File: src/rtl/srx_pkg.sv
package srx_pkg;

    localparam int DATA_W = 8;

    typedef enum logic [1:0] {
        ST_IDLE,
        ST_START,
        ST_DATA,
        ST_STOP
    } rx_state_e;

    typedef struct packed {
        logic [DATA_W-1:0] data;
        logic              bit8;
        logic              frame_err;
        logic              noise;
    } rx_word_t;

    function automatic logic maj3(input logic [2:0] v);
        return (v[0] & v[1]) | (v[0] & v[2]) | (v[1] & v[2]);
    endfunction

    function automatic logic split3(input logic [2:0] v);
        return (v != 3'b000) && (v != 3'b111);
    endfunction

endpackage

File: src/rtl/srx_sync.sv
module srx_sync #(
    parameter int STAGES = 2
) (
    input  logic clk,
    input  logic rst,
    input  logic d_i,
    output logic q_o
);
    logic [STAGES-1:0] chain;

    generate
        if (STAGES == 1) begin : g_single
            always_ff @(posedge clk) begin
                if (rst) chain <= '1;
                else     chain <= d_i;
            end
        end else begin : g_multi
            always_ff @(posedge clk) begin
                if (rst) chain <= '1;
                else     chain <= {chain[STAGES-2:0], d_i};
            end
        end
    endgenerate

    assign q_o = chain[STAGES-1];
endmodule

File: src/rtl/srx_frame.sv
module srx_frame
    import srx_pkg::*;
#(
    parameter int OVERSAMPLE = 16
) (
    input  logic     clk,
    input  logic     rst,
    input  logic     en_i,
    input  logic     tick_i,
    input  logic     rx_i,
    input  logic     nine_i,
    output logic     done_o,
    output rx_word_t word_o
);
    localparam int CNT_W = $clog2(OVERSAMPLE);
    localparam int IDX_W = $clog2(DATA_W + 1);
    localparam logic [CNT_W-1:0] VOTE_A = CNT_W'(OVERSAMPLE / 2 - 1);
    localparam logic [CNT_W-1:0] VOTE_C = CNT_W'(OVERSAMPLE / 2 + 1);
    localparam logic [CNT_W-1:0] LAST_S = CNT_W'(OVERSAMPLE - 1);
    localparam logic [IDX_W-1:0] IDX_8  = IDX_W'(DATA_W - 1);
    localparam logic [IDX_W-1:0] IDX_9  = IDX_W'(DATA_W);

    rx_state_e          state;
    logic [CNT_W-1:0]   s_cnt;
    logic [IDX_W-1:0]   bit_idx;
    logic [DATA_W:0]    shreg;
    logic [2:0]         votes;
    logic               noise_acc;
    logic               nine_q;

    logic [2:0]         votes_now;
    logic               bit_val;
    logic               bit_noisy;
    logic               at_vote;
    logic               at_decide;
    logic [IDX_W-1:0]   last_idx;

    always_comb begin
        votes_now = {votes[1:0], rx_i};
        bit_val   = maj3(votes_now);
        bit_noisy = split3(votes_now);
        at_vote   = (s_cnt >= VOTE_A) && (s_cnt <= VOTE_C);
        at_decide = (s_cnt == VOTE_C);
        last_idx  = nine_q ? IDX_9 : IDX_8;
    end

    always_ff @(posedge clk) begin
        if (rst) begin
            state     <= ST_IDLE;
            s_cnt     <= '0;
            bit_idx   <= '0;
            shreg     <= '0;
            votes     <= '0;
            noise_acc <= 1'b0;
            nine_q    <= 1'b0;
            done_o    <= 1'b0;
            word_o    <= '0;
        end else begin
            done_o <= 1'b0;
            if (!en_i) begin
                state <= ST_IDLE;
            end else if (tick_i) begin
                if (state == ST_IDLE) begin
                    if (!rx_i) begin
                        state     <= ST_START;
                        s_cnt     <= CNT_W'(1);
                        bit_idx   <= '0;
                        noise_acc <= 1'b0;
                        nine_q    <= nine_i;
                    end
                end else begin
                    s_cnt <= (s_cnt == LAST_S) ? '0 : s_cnt + 1'b1;
                    if (at_vote) votes <= votes_now;
                    case (state)
                        ST_START: begin
                            if (at_decide) begin
                                if (bit_val) state <= ST_IDLE;
                                else         noise_acc <= bit_noisy;
                            end
                            if (s_cnt == LAST_S) state <= ST_DATA;
                        end
                        ST_DATA: begin
                            if (at_decide) begin
                                shreg     <= {bit_val, shreg[DATA_W:1]};
                                noise_acc <= noise_acc | bit_noisy;
                            end
                            if (s_cnt == LAST_S) begin
                                if (bit_idx == last_idx) state <= ST_STOP;
                                else                     bit_idx <= bit_idx + 1'b1;
                            end
                        end
                        ST_STOP: begin
                            if (at_decide) begin
                                done_o           <= 1'b1;
                                word_o.data      <= nine_q ? shreg[DATA_W-1:0] : shreg[DATA_W:1];
                                word_o.bit8      <= nine_q & shreg[DATA_W];
                                word_o.frame_err <= ~bit_val;
                                word_o.noise     <= noise_acc | bit_noisy;
                                state            <= ST_IDLE;
                            end
                        end
                        default: state <= ST_IDLE;
                    endcase
                end
            end
        end
    end
endmodule

File: src/rtl/srx_flags.sv
module srx_flags
    import srx_pkg::*;
(
    input  logic              clk,
    input  logic              rst,
    input  logic              done_i,
    input  rx_word_t          word_i,
    input  logic              stat_rd_i,
    input  logic              data_rd_i,
    output logic [DATA_W-1:0] data_o,
    output logic              bit8_o,
    output logic              ready_o,
    output logic              fe_o,
    output logic              nf_o,
    output logic              ovr_o
);
    rx_word_t held;
    logic     ready_q;
    logic     ovr_q;
    logic     armed;
    logic     clear;

    assign clear = data_rd_i & armed;

    always_ff @(posedge clk) begin
        if (rst) begin
            held    <= '0;
            ready_q <= 1'b0;
            ovr_q   <= 1'b0;
            armed   <= 1'b0;
        end else begin
            if (stat_rd_i && (ready_q || ovr_q)) armed <= 1'b1;
            if (clear) begin
                ready_q        <= 1'b0;
                ovr_q          <= 1'b0;
                held.frame_err <= 1'b0;
                held.noise     <= 1'b0;
                armed          <= 1'b0;
            end
            if (done_i) begin
                if (ready_q && !clear) begin
                    ovr_q <= 1'b1;
                end else begin
                    held    <= word_i;
                    ready_q <= 1'b1;
                end
            end
        end
    end

    assign data_o  = held.data;
    assign bit8_o  = held.bit8;
    assign fe_o    = held.frame_err;
    assign nf_o    = held.noise;
    assign ready_o = ready_q;
    assign ovr_o   = ovr_q;
endmodule

File: src/rtl/serial_word_receiver.sv
module serial_word_receiver
    import srx_pkg::*;
#(
    parameter int OVERSAMPLE  = 16,
    parameter int SYNC_STAGES = 2
) (
    input  logic              clk,
    input  logic              rst,
    input  logic              rx_i,
    input  logic              tick16_i,
    input  logic              rx_en_i,
    input  logic              nine_bit_i,
    input  logic              rx_irq_en_i,
    input  logic              irq_mask_i,
    input  logic              stat_rd_i,
    input  logic              data_rd_i,
    output logic [DATA_W-1:0] rx_data_o,
    output logic              rx_bit8_o,
    output logic              ready_o,
    output logic              frame_err_o,
    output logic              noise_err_o,
    output logic              overrun_err_o,
    output logic              irq_o
);
    logic     rx_s;
    logic     done;
    rx_word_t word;

    srx_sync #(.STAGES(SYNC_STAGES)) u_sync (
        .clk (clk),
        .rst (rst),
        .d_i (rx_i),
        .q_o (rx_s)
    );

    srx_frame #(.OVERSAMPLE(OVERSAMPLE)) u_frame (
        .clk    (clk),
        .rst    (rst),
        .en_i   (rx_en_i),
        .tick_i (tick16_i),
        .rx_i   (rx_s),
        .nine_i (nine_bit_i),
        .done_o (done),
        .word_o (word)
    );

    srx_flags u_flags (
        .clk       (clk),
        .rst       (rst),
        .done_i    (done),
        .word_i    (word),
        .stat_rd_i (stat_rd_i),
        .data_rd_i (data_rd_i),
        .data_o    (rx_data_o),
        .bit8_o    (rx_bit8_o),
        .ready_o   (ready_o),
        .fe_o      (frame_err_o),
        .nf_o      (noise_err_o),
        .ovr_o     (overrun_err_o)
    );

    assign irq_o = ready_o & rx_irq_en_i & ~irq_mask_i;
endmodule

File: config.mk
export PLATFORM = sky130hd
export DESIGN_NAME = serial_word_receiver
export DESIGN_NICKNAME = d
export VERILOG_FILES = /design/src/rtl/srx_pkg.sv /design/src/rtl/srx_sync.sv /design/src/rtl/srx_frame.sv /design/src/rtl/srx_flags.sv /design/src/rtl/serial_word_receiver.sv
export SDC_FILE = /design/constraint.sdc
export NUM_CORES = 1
export LEC_CHECK = 0
export BUFFER_PORTS_ARGS = -buffer_cell sky130_fd_sc_hd__buf_4
export CORE_ASPECT_RATIO = 0.75
export CORE_MARGIN = 2
export CORE_UTILIZATION = 55
export CTS_BUF_LIST = sky130_fd_sc_hd__clkbuf_8
export CTS_CLUSTER_DIAMETER = 200
export DETAILED_ROUTE_END_ITERATION = 12
export GPL_TIMING_DRIVEN = 0
export PLACE_DENSITY = 0.85
export SETUP_SLACK_MARGIN = 0.4
export SYNTH_ARGS = -nofsm -noshare
export SYNTH_HDL_FRONTEND = slang
export SYNTH_SLANG_ARGS = --single-unit
File: constraint.sdc
create_clock -name clk -period 2.35 [get_ports clk]
set_input_delay 0.235 -clock clk [delete_from_list [all_inputs] [get_ports clk]]
set_output_delay 0.235 -clock clk [all_outputs]
set_load 0.01 [all_outputs]
==> results of run 1 <==
==> report_power, final <==
part | switching (mW) | leakage, nW | internal [mW] | total, mW
Clock | 0.290 | 0.0587 | 0.323 | 0.613
Sequential | 0.00302 | 0.412 | 0.866 | 0.869
Combinational | 0.0346 | 0.608 | 0.0205 | 0.0552
Total | 0.328 | 1.08 | 1.21 | 1.54
==> what timing repair did <==
| action | 4_1_cts | 5_1_grt |
|---|---|---|
| setup endpoints to repair | 12 | 5 |
| setup buffers | 2 | 0 |
| gates resized for setup | 3 | 4 |
==> worst max path at each step <==
| stage | cells past startpoint | to | slack [ns] | startpoint |
|---|---|---|---|---|
| 6_report | 7 | u_frame.state[0] | 0.42 | u_frame.state[0] |
| 5_1_grt | 7 | u_frame.state[0] | 0.36 | u_frame.state[0] |
| 4_1_cts | 6 | u_frame.state[0] | 0.41 | u_frame.s_cnt[0] |
| 3_5_place_dp | 7 | u_frame.word_o[4] | 0.32 | u_frame.state[0] |
| 3_3_place_gp | 7 | u_frame.word_o[5] | 0.34 | u_frame.state[0] |
| 2_1_floorplan | 6 | u_frame.state[0] | 0.64 | u_frame.s_cnt[0] |
==> placed cells by master (no fill, tap or decap), drive strengths merged, types with 7 or more instances in the layout <==
| cell type | instances |
|---|---|
| nand3 | 15 |
| a211oi | 12 |
| clkbuf | 11 |
| nand2 | 34 |
| buf | 33 |
| ha | 10 |
| mux2i | 19 |
| nor2 | 28 |
| inv | 8 |
| a21oi | 27 |
| o21ai | 7 |
| dfxtp | 51 |
==> routing by layer <==
| layer | global-route usage | share of wire | vias to the layer above |
|---|---|---|---|
| li1 | - | - | 1000 |
| met1 | 0.3102 | 0.47 | 917 |
| met2 | 0.3500 | 0.44 | 82 |
| met3 | 0.05357 | 0.078 | 6 |
| met4 | 0.07748 | 0.0069 | 0 |
| met5 | 0 | 0 | - |
==> sequential cells by signal, summed over array words and instances (netlist names) <==
name / flops
u_frame.nine_q: 1
u_flags.bit8_o: 1
u_frame.shreg: 9
u_flags.data_o: 8
u_frame.done_o: 1
u_frame.state: 2
u_frame.votes: 2
u_frame.noise_acc: 1
u_flags.ready_o: 1
u_frame.s_cnt: 4
u_frame.bit_idx: 4
u_flags.nf_o: 1
u_flags.armed: 1
u_flags.ovr_o: 1
u_sync.chain: 2
u_flags.fe_o: 1
u_frame.word_o: 11
==> critical path: cells and delay by family, from the launching register on <==
kind | cells | cell delay, ns
compound gates | 4 | 0.59
fa+ha+maj | 1 | 0.20
buf+inv | 1 | 0.17
flops | 1 | 0.38
simple gates | 1 | 0.49
==> kinds of logic (layout without fill, tap and decap cells) <==
family	Yosys count	after routing	share of synthesized area
AND/OR/NAND/NOR	101	101	0.2048
adder cells (fa/ha/maj)	11	11	0.05740
multiplexers	20	20	0.08478
buffers and inverters	21	54	0.04107
AO/OA/AOI/OAI	62	62	0.1822
flip-flops	51	51	0.4297
==> area by class of cell <==
cell class / instances / area share
Multi-Input combinational cell: 194 / 0.4633
Sequential cell: 51 / 0.3675
Timing Repair Buffer: 25 / 0.06748
Buffer: 14 / 0.02564
Clock buffer: 5 / 0.02474
Tap cell: 55 / 0.02474
Clock inverter: 3 / 0.01709
Inverter: 7 / 0.009447
==> results.txt, run 1 <==
The run finished with clean final reports. The critical path is of the reg2reg type. The post-route non-filler standard cell count came out at roughly 350. The CTS tree is built.

The final hold violation count is 0. The maximum number of pins on one net before global-route repair is 18. Of all nets on the critical path, the largest fanout is 5. The total cell area at the placement stage came out at 2618 sq um. The total overflow reported by the global router came out at 0.

The area of combinational cells with multiple inputs is around 1300 sq um. The die is approximately 80 um wide. Row generation in the floorplan step produced 20 rows. The deepest level of the CTS H-tree is 2. The slowest stage of the critical path is the sky130_fd_sc_hd__or4_1 cell. The synthesized design spends more area on one cell type than any other, namely sky130_fd_sc_hd__dfxtp_1.

In this run the register-to-register setup slack is between 0.4 and 0.5 ns. The startpoint identified for the worst hold timing path is rx_i. Yosys instantiated no cell more often than sky130_fd_sc_hd__dfxtp_1. The wire length of the first global-routing pass came out at roughly 8.3 mm. Setup repair after global routing could not meet its margin everywhere. At the placement stage, the worst setup path has a slack of 0.3245 ns. The critical path startpoint category is a flop.

The initial standard-cell utilization of the core is 0.5790. The violation count after the first detailed-routing iteration is 109. The total standard cell area after synthesis is around 2400 sq um. The weighted congestion reported at the end of routability-driven placement is 0.8553. The count of hold-fix buffers inserted at cts came out at 0. The buffer levels on the longest clock path is 2. The antenna diode count is 0. The number of clock buffers added by TritonCTS is 5. The max-slew headroom at the worst pin came out at 0.5491. The endpoint identified for the worst register-to-register timing path is u_frame.state[0].

The worst hold path was traced through 2 stages. The required arrival time at the worst endpoint came out at 2.56 ns. The synthesis-stage register bit count came out at 51.

In this run the clock root is driven by a sky130_fd_sc_hd__clkbuf_8. After synthesis, the netlist uses 48 different library cells. The total routing usage reported by global routing is 0.2246. Counting I/O delays and the setup requirement, the final critical path takes 1.928 ns. The fraction of synthesized cell area taken by the top area cell type is 0.4297.

The I/O pin count is 24. On the final layout, the worst clock skew is about 0.012 ns. The average wire per cell in the routed design is 14.70 um. Once layout is done, the placed cells without fillers occupy 2781 sq um. The final sum of negative setup slack is 0 ns.

The post-synthesis net count is 286. The clock sink count came out at 51. After layout, the worst setup slack is 0.4218 ns.

The count of nets left with antenna violations after detail routing is 0. The clock slew seen by the registers of the worst setup and hold paths is 0.10 ns. In the synthesized netlist the dominant register cell turns out to be sky130_fd_sc_hd__dfxtp_1. The total routed wirelength came out at about 5.2 mm. The worst hold slack across all endpoints came out at 0.1145 ns. Each instance of the synthesized netlist takes up on average 8.932 sq um.

Yosys attributes the largest share of cell area to sky130_fd_sc_hd__dfxtp_1 43%, sky130_fd_sc_hd__mux2i_1 8.0%, sky130_fd_sc_hd__a21oi_1 5.7%. The worst min-delay path category is in2reg. The worst setup path is captured at a flop. The floorplan step set the die height to ~61 um.

The total iterations of the first detailed-routing run came out at 4. The depth of the worst register-to-register path came out at 7. Registers take between 1000 and 1500 sq um. The worst-margin pin slew is approximately 0.68 ns.

At the end of the flow the core is filled with cells to 0.6777. The worst voltage drop across the vdd grid came out at 274.6 uV. The total number of vias came out at 2005. In the synthesized netlist the async set-or-reset flop fraction comes to 0. In this run, synthesis inferred 0 flip-flops with an integrated enable. Setup violations remaining at the end of the flow were counted as 0. During synthesis, Yosys emitted a total of 0 warnings. The final count of pins violating max slew is 0. The worst hold path terminates at u_sync.chain[0].

The share of the Yosys chip area taken by registers is 0.4297. Counting tap cells, the placed design contains a total of ~340 instances. The leakage component of the power is 1.079 nW. The source-to-sink clock delay at the later pin of the worst-skew pair is 0.30 ns. Once detailed placement completed, the half-perimeter wirelength came to 3.707 mm. For this run, the post-layout net count is 318. The fill cell instance count of the final layout is roughly 340.

The overall power consumption is 1.538 mW. The number of remaining DRC errors came out at 0. The number of global-route vias before repair was 1781. The top achievable clock speed is between 500 and 600 MHz. Of the available clock period, the critical path in the final layout requires 0.8205. The worst register-to-register path begins at u_frame.state[0].

The fraction of layout cells with a size suffix above 1 is 0.2140. The count of port buffers added during placement came out at 23. The commonest cells after synthesis are 51 x sky130_fd_sc_hd__dfxtp_1, 34 x sky130_fd_sc_hd__nand2_1, 27 x sky130_fd_sc_hd__a21oi_1.

The placeable core area came out at 4104 sq um. The worst path arrival time came out at 2.13 ns. The critical path's largest stage delay is 0.49 ns. The area growth from synthesis to layout is 17.06%. The ratio of routed vias to standard cells came out at between 5 and 6. The total power per unit cell area is 552.8 nW/um^2.

The signal on the critical path passes through inv_1 > ha_4 > a31oi_1 > a21oi_1 > o22ai_2 > or4_1 > o211a_1. The count of mapped cells out of synthesis is 266. The full die area is 4867 sq um. The number of max-capacitance violations reported is 0. The initial antenna violation count is 0.
(Power assumes the default switching activity.)
==> inputs of run 2 (changes only) <==
--- a/config.mk
+++ b/config.mk
@@ -13,7 +13,7 @@
 export CTS_CLUSTER_DIAMETER = 200
 export DETAILED_ROUTE_END_ITERATION = 12
 export GPL_TIMING_DRIVEN = 0
-export PLACE_DENSITY = 0.85
+export PLACE_DENSITY = 0.88
 export SETUP_SLACK_MARGIN = 0.4
 export SYNTH_ARGS = -nofsm -noshare
 export SYNTH_HDL_FRONTEND = slang
==> constraint.sdc (replaced) <==
create_clock -name clk -period 1.7 [get_ports clk]
set_input_delay 0.17 -clock clk [delete_from_list [all_inputs] [get_ports clk]]
set_output_delay 0.17 -clock clk [all_outputs]
set_load 0.01 [all_outputs]
==> run 2 against run 1 <==
  * Final area grew 23%
  * Clock skew barely moved
  * Register-to-register slack lost 0.49 ns
  * Sequential share of layout area shrank 6.1 points
  * The run now ends with negative setup slack left
  * Power up 36%
  * Clock power up 28%
  * Non-clock buffer count up 34
  * Die area unchanged
==> results.txt, run 2 (synthesis gave the netlist of run 1 again) <==
The flow ran to the end, but the final reports show violations. The final reports fail on negative setup slack. The leakage component of the power is 1.335 nW (+24%). The number of remaining DRC errors came to 0 (unchanged).

The maximum number of pins on one net before global-route repair came out at 19 (+1). The required arrival time at the worst endpoint came to 1.93 ns (-0.63 ns). The slowest stage of the critical path belongs to the cell sky130_fd_sc_hd__or4_1. The worst setup path is captured at a flop. Ranked by flip-flop count, first place goes to u_frame.word_o. The routed length on met1 came out at 3.620 mm (+47%). The path with the worst hold slack has its endpoint at u_sync.chain[0]. The total routed wirelength is 9.274 mm (+78%). The clock skew is 0.01218 ns (-0.0001918 ns).

The worst hold path belongs to the class in2reg. The ratio of routed vias to standard cells was 6.688 (+18%). The worst-case setup margin in the final layout is -0.06647 ns (-0.4883 ns). The wire length of the first global-routing pass is 11.47 mm (+37%). The depth of the worst register-to-register path came out at 7 (unchanged). The total clock buffers created by CTS is 5 (unchanged).

The fraction of layout cells with a size suffix above 1 is 0.4655 (+0.2514). TritonCTS built the clock tree. In this run the most critical hold path is launched from rx_i. The worst-margin pin slew came out at 0.7367 ns (+0.06040 ns).

The I/O pin count is 24 (unchanged). The top metal layer carrying routed signals is met4. The source-to-sink clock delay at the later pin of the worst-skew pair is 0.33 ns (+0.03 ns).

The final worst-path cycle share is 1.039 (+0.2186). The number of global-route vias before repair came to 2336 (+31%). The synthesis-to-layout area growth came out at 43.97%. The commonest non-fill, non-tap cell in the layout is sky130_fd_sc_hd__buf_4. The setup path with the least slack is of type reg2reg. The average wire per cell in the routed design came out at 23.90 um (+63%). The violation count after the first detailed-routing iteration is 369 (+240%).

The overall power consumption is 2.087 mW (+36%). STA classifies the critical path startpoint as a flop. The final-report setup violation count is 10 (+10). The total length of routed met3 wires came out at 1.013 mm (+150%). The maximum fanout encountered on the critical timing path came to 4 (-1). The library cells used most frequently in the layout, excluding fill and tap cells, are 50 x sky130_fd_sc_hd__buf_4, 40 x sky130_fd_sc_hd__dfxtp_1, 30 x sky130_fd_sc_hd__nand2_1. The deepest level of the CTS H-tree is 2 (unchanged). Walking the worst path, the cells encountered are inv_4 > ha_4 > a31oi_4 > a21oi_2 > o22ai_2 > or4_1 > o211a_1. The fill cell instance count of the final layout came to 175 (-49%).

The worst flop-to-flop path endpoint is u_frame.state[0]. The flop-to-flop setup slack came out at -0.07 ns (-0.49 ns). The total power per unit cell area is 610.1 nW/um^2 (+10%). Setup repair after global routing could not meet its margin everywhere. The count of nets left with antenna violations after detail routing is 0 (unchanged). The worst voltage drop across the vdd grid came out at 726.7 uV (+160%). The final count of pins violating max slew was 0 (unchanged). The worst hold slack across all endpoints came out at 0.02249 ns (-0.09199 ns).

The buffer levels on the longest clock path came to 2 (unchanged). The initial antenna violation count came out at 0 (unchanged). The clock slew seen by the registers of the worst setup and hold paths is 0.10 ns (about the same). The final sum of negative setup slack came out at -0.3019 ns (-0.3019 ns). The worst path arrival time came out at 2.00 ns (-0.13 ns).

The clock sink count is 51 (unchanged). The final period demand of the worst path is 1.766 ns (-0.1617 ns). The length of routed met2 wiring was 4.107 mm (+78%). The half-perimeter wire length after placement came out at 3.700 mm (-0.20%). The cell area after layout came to 3421 sq um (+23%). The full die area came out at 4867 sq um (unchanged). The total routing usage reported by global routing is 0.3172 (+0.09266). The overall die width came out at 79.90 um (unchanged).

The total cell area at the placement stage is 2705 sq um (+3.3%). The total number of vias is 2595 (+29%). The final hold violation count is 0 (unchanged). The max-slew headroom at the worst pin came out at 0.5088 (-0.04027). The root buffer cell is sky130_fd_sc_hd__clkbuf_8. The flip-flop count of the largest register, all copies and words added is 11 (unchanged). The top achievable clock speed came out at 566.1 MHz (+9.2%). The count of port buffers added during placement came out at 23 (unchanged). The antenna diode count is 0 (unchanged). The initial standard-cell utilization of the core is 0.5790 (unchanged). The net count reported at finish is 352 (+11%).

The total overflow reported by the global router is 0 (unchanged). The weighted congestion reported at the end of routability-driven placement was 0.8869 (+3.7%). The critical path's largest stage delay came out at 0.50 ns (about the same). The placeable core area came out at 4104 sq um (unchanged).

The number of max-capacitance violations reported is 0 (unchanged). The vertical die dimension is 60.92 um (unchanged). The launch point of the critical path is u_frame.state[0]. The cell row count came out at 20 (unchanged). The total iterations of the first detailed-routing run came out at 7 (+3). The startpoint identified for the worst register-to-register timing path is u_frame.state[0]. The count of hold-fix buffers inserted at cts is 0 (unchanged). The instance count along the most critical hold path came out at 2 (unchanged).
run 2: cell count changes in the layout (fill, tap and decap cells not counted), moves of 4 or more:
cell                      previous run  this run
sky130_fd_sc_hd__a21oi_1            27        22
sky130_fd_sc_hd__buf_4              27        50
sky130_fd_sc_hd__buf_6               1        12
sky130_fd_sc_hd__dfxtp_1            50        40
sky130_fd_sc_hd__dfxtp_2             1         5
sky130_fd_sc_hd__dfxtp_4             0         6
sky130_fd_sc_hd__ha_1                8         4
sky130_fd_sc_hd__inv_1               7         3
sky130_fd_sc_hd__nand2_1            34        30
sky130_fd_sc_hd__nand3_1            14         9
sky130_fd_sc_hd__nor2_1             26        21
sky130_fd_sc_hd__nor2_2              1         6
run 2: worst max-delay path by stage:
stage / depth (start not counted) / slack [ns] / end
after floorplan: 7 / 0.15 / u_frame.state[0]
after global placement: 7 / 0.05 / u_frame.state[0]
after detailed placement: 7 / 0.02 / u_frame.state[0]
after CTS: 6 / 0.05 / u_frame.state[0]
after global routing: 7 / -0.08 / u_frame.state[0]
final: 7 / -0.07 / u_frame.state[0]
run 2: area by class of cell:
cell class | instances | area [sq um] | area share
Tap cell | 55 | 68.82 | 0.02012
Inverter | 7 | 35.03 | 0.01024
Clock buffer | 5 | 68.82 | 0.02012
Multi-Input combinational cell | 194 | 1545 | 0.4517
Timing Repair Buffer | 59 | 509.2 | 0.1489
Sequential cell | 51 | 1050 | 0.3069
Clock inverter | 3 | 26.28 | 0.007681
Buffer | 14 | 117.6 | 0.03438
run 2: through the flow:
stage                       util  instances  setup WS [ns]
final                     0.8335        388       -0.06647
after global routing      0.8335        388       -0.08228
after CTS                 0.7790        379        0.05339
after detailed placement  0.6591        344        0.01921
after global placement    0.6591        344        0.05374
after floorplan                -        266         0.1457
run 2: per-layer routing:
| layer | vias to the layer above | GRT usage |
|---|---|---|
| li1 | 1072 | - |
| met1 | 1218 | 0.3970 |
| met2 | 227 | 0.5286 |
| met3 | 78 | 0.06101 |
| met4 | 0 | 0.1719 |
| met5 | - | 0 |
run 2: what timing repair did:
| item | 4_1_cts | 5_1_grt |
|---|---|---|
| pin swaps | 18 | 20 |
| endpoints found under the setup margin | 44 | 46 |
| gates resized for setup | 43 | 45 |
| setup buffers | 24 | 9 |
| gates cloned | 3 | 0 |
run 2: power breakdown:
part,leakage [nW],internal [mW],total [mW],switching (mW)
clock,0.0491,0.304,0.786,0.481
combinational,0.868,0.0376,0.105,0.0678
sequential,0.418,1.19,1.20,0.00666
run 2: worst max-delay path: cells and delay by family, from the launching register on:
| kind | cells | cell delay, ns |
|---|---|---|
| adder cells (fa/ha/maj) | 1 | 0.21 |
| AND/OR/NAND/NOR | 1 | 0.50 |
| flip-flops | 1 | 0.38 |
| buffers and inverters | 1 | 0.08 |
| AO/OA/AOI/OAI | 4 | 0.49 |
==> inputs of run 3 (changes only) <==
--- a/config.mk
+++ b/config.mk
@@ -7,13 +7,14 @@
 export LEC_CHECK = 0
 export BUFFER_PORTS_ARGS = -buffer_cell sky130_fd_sc_hd__buf_4
 export CORE_ASPECT_RATIO = 0.75
-export CORE_MARGIN = 2
-export CORE_UTILIZATION = 55
+export CORE_MARGIN = 1.5
+export CORE_UTILIZATION = 45
 export CTS_BUF_LIST = sky130_fd_sc_hd__clkbuf_8
 export CTS_CLUSTER_DIAMETER = 200
 export DETAILED_ROUTE_END_ITERATION = 12
 export GPL_TIMING_DRIVEN = 0
-export PLACE_DENSITY = 0.88
+export PLACE_DENSITY = 0.76
+export RECOVER_POWER = 50
 export SETUP_SLACK_MARGIN = 0.4
 export SYNTH_ARGS = -nofsm -noshare
 export SYNTH_HDL_FRONTEND = slang
==> run 3 against run 2 <==
  * The run still ends with negative setup slack left
  * Fmax up 3.7%
  * Worst setup slack better by 0.062 ns
  * Sequential power about the same
  * Sequential share of layout area up 1.6 points
  * Clock skew down 0.0044 ns
  * Sequential cell count unchanged
  * Critical endpoint is now u_frame.bit_idx[2]
  * Largest cell class unchanged
  * Highest routed layer unchanged
==> results.txt, run 3 (synthesis gave the netlist of run 1 again) <==
The deepest level of the CTS H-tree is 2 (unchanged). The clock slew seen by the registers of the worst setup and hold paths is 0.10 ns (about the same). The buffer levels on the longest clock path came to 2 (unchanged). The count of port buffers added during placement came out at 23 (unchanged).

In this run the critical register-to-register path is launched from u_frame.s_cnt[0]. The cell-internal power came to 1.675 mW (+9.4%). The cell area after layout was 3226 sq um (-5.7%).

Compared with the post-synthesis result, the final layout area differs by 35.76%. The final count of pins violating max slew is 0 (unchanged). The worst hold path terminates at u_sync.chain[0]. The total length of routed met3 wires was 446 um (-56%).

The total number of vias came to 2222 (-14%). The source-to-sink clock delay at the later pin of the worst-skew pair came out at 0.32 ns (about the same). The maximum number of pins on one net before global-route repair is 18 (-1). The maximum fanout encountered on the critical timing path is 5 (+1). The fraction of power consumed by the clock network is 0.406 (+0.030).

The overall power consumption was 2.179 mW (+4.4%). The flip-flop count of the largest register, all copies and words added is 11 (unchanged). The depth of the worst register-to-register path is 6 (-1). The worst-case setup margin in the final layout came out at -0.003975 ns (+0.06250 ns). The leakage component of the power came out at 1.197 nW (-10%). The fraction of power consumed by sequential logic came out at 0.550 (-0.023). The clock sink count came out at 51 (unchanged). The initial standard-cell utilization of the core was 0.4769 (-0.1021).

The placeable core area came out at 4982 sq um (+21%). The overall die width is 86.91 um (+8.8%). The top achievable clock speed is 586.9 MHz (+3.7%).

Traced cell by cell, the critical path runs through ha_4 > and3_4 > and2_4 > nand3_2 > or4_4 > a21oi_2. The type of the worst setup path is reg2reg. The number of global-route vias before repair came to 1964 (-16%). The count of hold-fix buffers inserted at cts is 0 (unchanged). The final-report setup violation count is 1 (-9).

The ratio of routed vias to standard cells was 5.640 (-16%). The antenna diode count is 0 (unchanged). The average wire per cell in the routed design is 17.16 um (-28%). The final worst-path cycle share is 1.002 (-0.03676). The violation count after the first detailed-routing iteration came out at 136 (-63%). The weighted congestion reported at the end of routability-driven placement was 0.8604 (-3.0%).

The clock skew came out at 0.007831 ns (-0.004352 ns). The net count reported at finish is 341 (-3.1%). The instance count along the most critical hold path came out at 2 (unchanged). The I/O pin count came to 24 (unchanged). The flow ran to the end, but the final reports show violations.

The checks that failed: negative setup slack. The total iterations of the first detailed-routing run came out at 5 (-2). The final period demand of the worst path is 1.704 ns (-0.06250 ns).

The number of remaining DRC errors is 0 (unchanged). The total power per unit cell area is 675.7 nW/um^2 (+11%). The cell row count came out at 22 (+10%). The worst flop-to-flop path endpoint is u_frame.bit_idx[2]. The library cells used most frequently in the layout, excluding fill and tap cells, are 42 x sky130_fd_sc_hd__dfxtp_1, 32 x sky130_fd_sc_hd__nand2_1, 27 x sky130_fd_sc_hd__buf_4. The flop-to-flop setup slack was -0.004 ns (+0.06 ns).

The half-perimeter wire length after placement was 3.708 mm (+0.21%). The worst path arrival time came to 1.95 ns (-0.05 ns). The total routing usage reported by global routing came to 0.2199 (-0.09732). The required arrival time at the worst endpoint was 1.95 ns (+0.02 ns). The critical path's largest stage delay came to 0.43 ns (-0.07 ns). The proportion of total power due to net switching is 0.2316 (-0.03475). The full die area came out at 5730 sq um (+18%). The register with the most flip-flops in the final layout is u_frame.word_o. The total routed wirelength came out at 6.761 mm (-27%).

The vertical die dimension is 65.93 um (+8.2%). The fraction of layout cells with a size suffix above 1 came out at 0.3634 (-0.1021). The tree is rooted in a sky130_fd_sc_hd__clkbuf_8. The length of routed met2 wiring came out at 3.077 mm (-25%).

The number of max-capacitance violations reported is 0 (unchanged). The final hold violation count was 0 (unchanged). The startpoint identified for the worst hold timing path is rx_i. The fill cell instance count of the final layout is 380 (+120%).

The total cell area at the placement stage came to 2726 sq um (+0.79%). The worst setup timing slack at the placement stage is 0.02523 ns (+0.006021 ns). The worst min-delay path category is in2reg. The logic gate share of total power is 0.044 (-0.007).

Setup repair after global routing could not meet its margin everywhere. The highest metal layer carrying signal wires in the routed design is met4. The worst-margin pin slew is 0.7204 ns (-0.01637 ns). STA classifies the critical path endpoint as a flop. The count of nets left with antenna violations after detail routing came to 0 (unchanged). The library cell used most frequently in the layout, excluding fill and tap cells, is sky130_fd_sc_hd__dfxtp_1. The power spent charging and discharging nets came out at 0.5049 mW (-9.2%).

The worst voltage drop across the vdd grid came out at 352.0 uV (-52%). The initial antenna violation count was 0 (unchanged). The max-slew headroom at the worst pin came out at 0.5198 (+0.01091). The slowest stage of the critical path belongs to the cell sky130_fd_sc_hd__or4_4. The worst setup path is launched from a flop. The routed length on met1 came to 2.968 mm (-18%). The total overflow reported by the global router came out at 0 (unchanged). The wire length of the first global-routing pass came out at 9.632 mm (-16%). The total clock buffers created by CTS is 5 (unchanged). The CTS tree is built.
-- run 3: changes by cell type in the layout (fill, tap and decap cells not counted), sizes merged --
cell,delta
bufinv,+1
clkbuf,+19
clkinvlp,-1
buf,-30
-- run 3: power by group through the flow --
stage | clock network (mW) | logic, mW | registers [mW]
floorplan | 0 | 0.0414 | 1.23
global placement | 0 | 0.0741 | 1.23
detailed placement | 0 | 0.0748 | 1.23
CTS | 0.885 | 0.0858 | 1.20
global route | 0.939 | 0.103 | 1.20
finish | 0.885 | 0.0967 | 1.20
-- run 3: worst max-delay path, delay by kind of cell (launching register included) --
family | cells | cell delay, ns
flops | 1 | 0.40
simple gates | 4 | 0.89
fa+ha+maj | 1 | 0.17
compound gates | 1 | 0.16
-- run 3: worst max-delay path by stage --
stage          slack [ns]                 end             start
6_report           -0.004  u_frame.bit_idx[2]  u_frame.s_cnt[0]
5_1_grt             -0.06  u_frame.bit_idx[2]  u_frame.s_cnt[0]
4_1_cts              0.05    u_frame.state[0]  u_frame.state[0]
3_5_place_dp         0.03   u_frame.word_o[5]  u_frame.state[0]
3_3_place_gp         0.06   u_frame.word_o[6]  u_frame.state[0]
2_1_floorplan        0.15    u_frame.state[0]  u_frame.state[1]
-- run 3: metrics by stage --
stage	std cells	TNS, ns	hold slack, ns	util
after floorplan	266	0	0.2701	-
after global placement	361	0	0.3614	0.5472
after detailed placement	361	0	0.3640	0.5472
after global routing	394	-0.1042	0.03403	0.6474
after CTS	386	0	0.03551	0.6185
final	394	-0.003975	0.03043	0.6474
-- run 3: layout make-up --
class	count	area, sq um	share of cell area
Buffer	14	101.3	0.03142
Timing Repair Buffer	48	339.1	0.1051
Clock buffer	5	68.82	0.02133
Multi-Input combinational cell	194	1505	0.4666
Tap cell	72	90.09	0.02793
Sequential cell	51	1042	0.3231
Inverter	7	31.28	0.009697
Clock inverter	3	47.55	0.01474
-- run 3: metal layers --
layer	vias to the layer above	global-route usage
met5	-	0
met4	0	0.1008
met3	25	0.03121
met2	106	0.3537
met1	1043	0.2920
li1	1048	-
-- run 3: repair_timing --
item | CTS | global route
endpoints found under the setup margin | 45 | 45
resized for setup | 25 | 39
pin swaps | 11 | 26
gates cloned | 1 | 1
setup buffers | 16 | 7
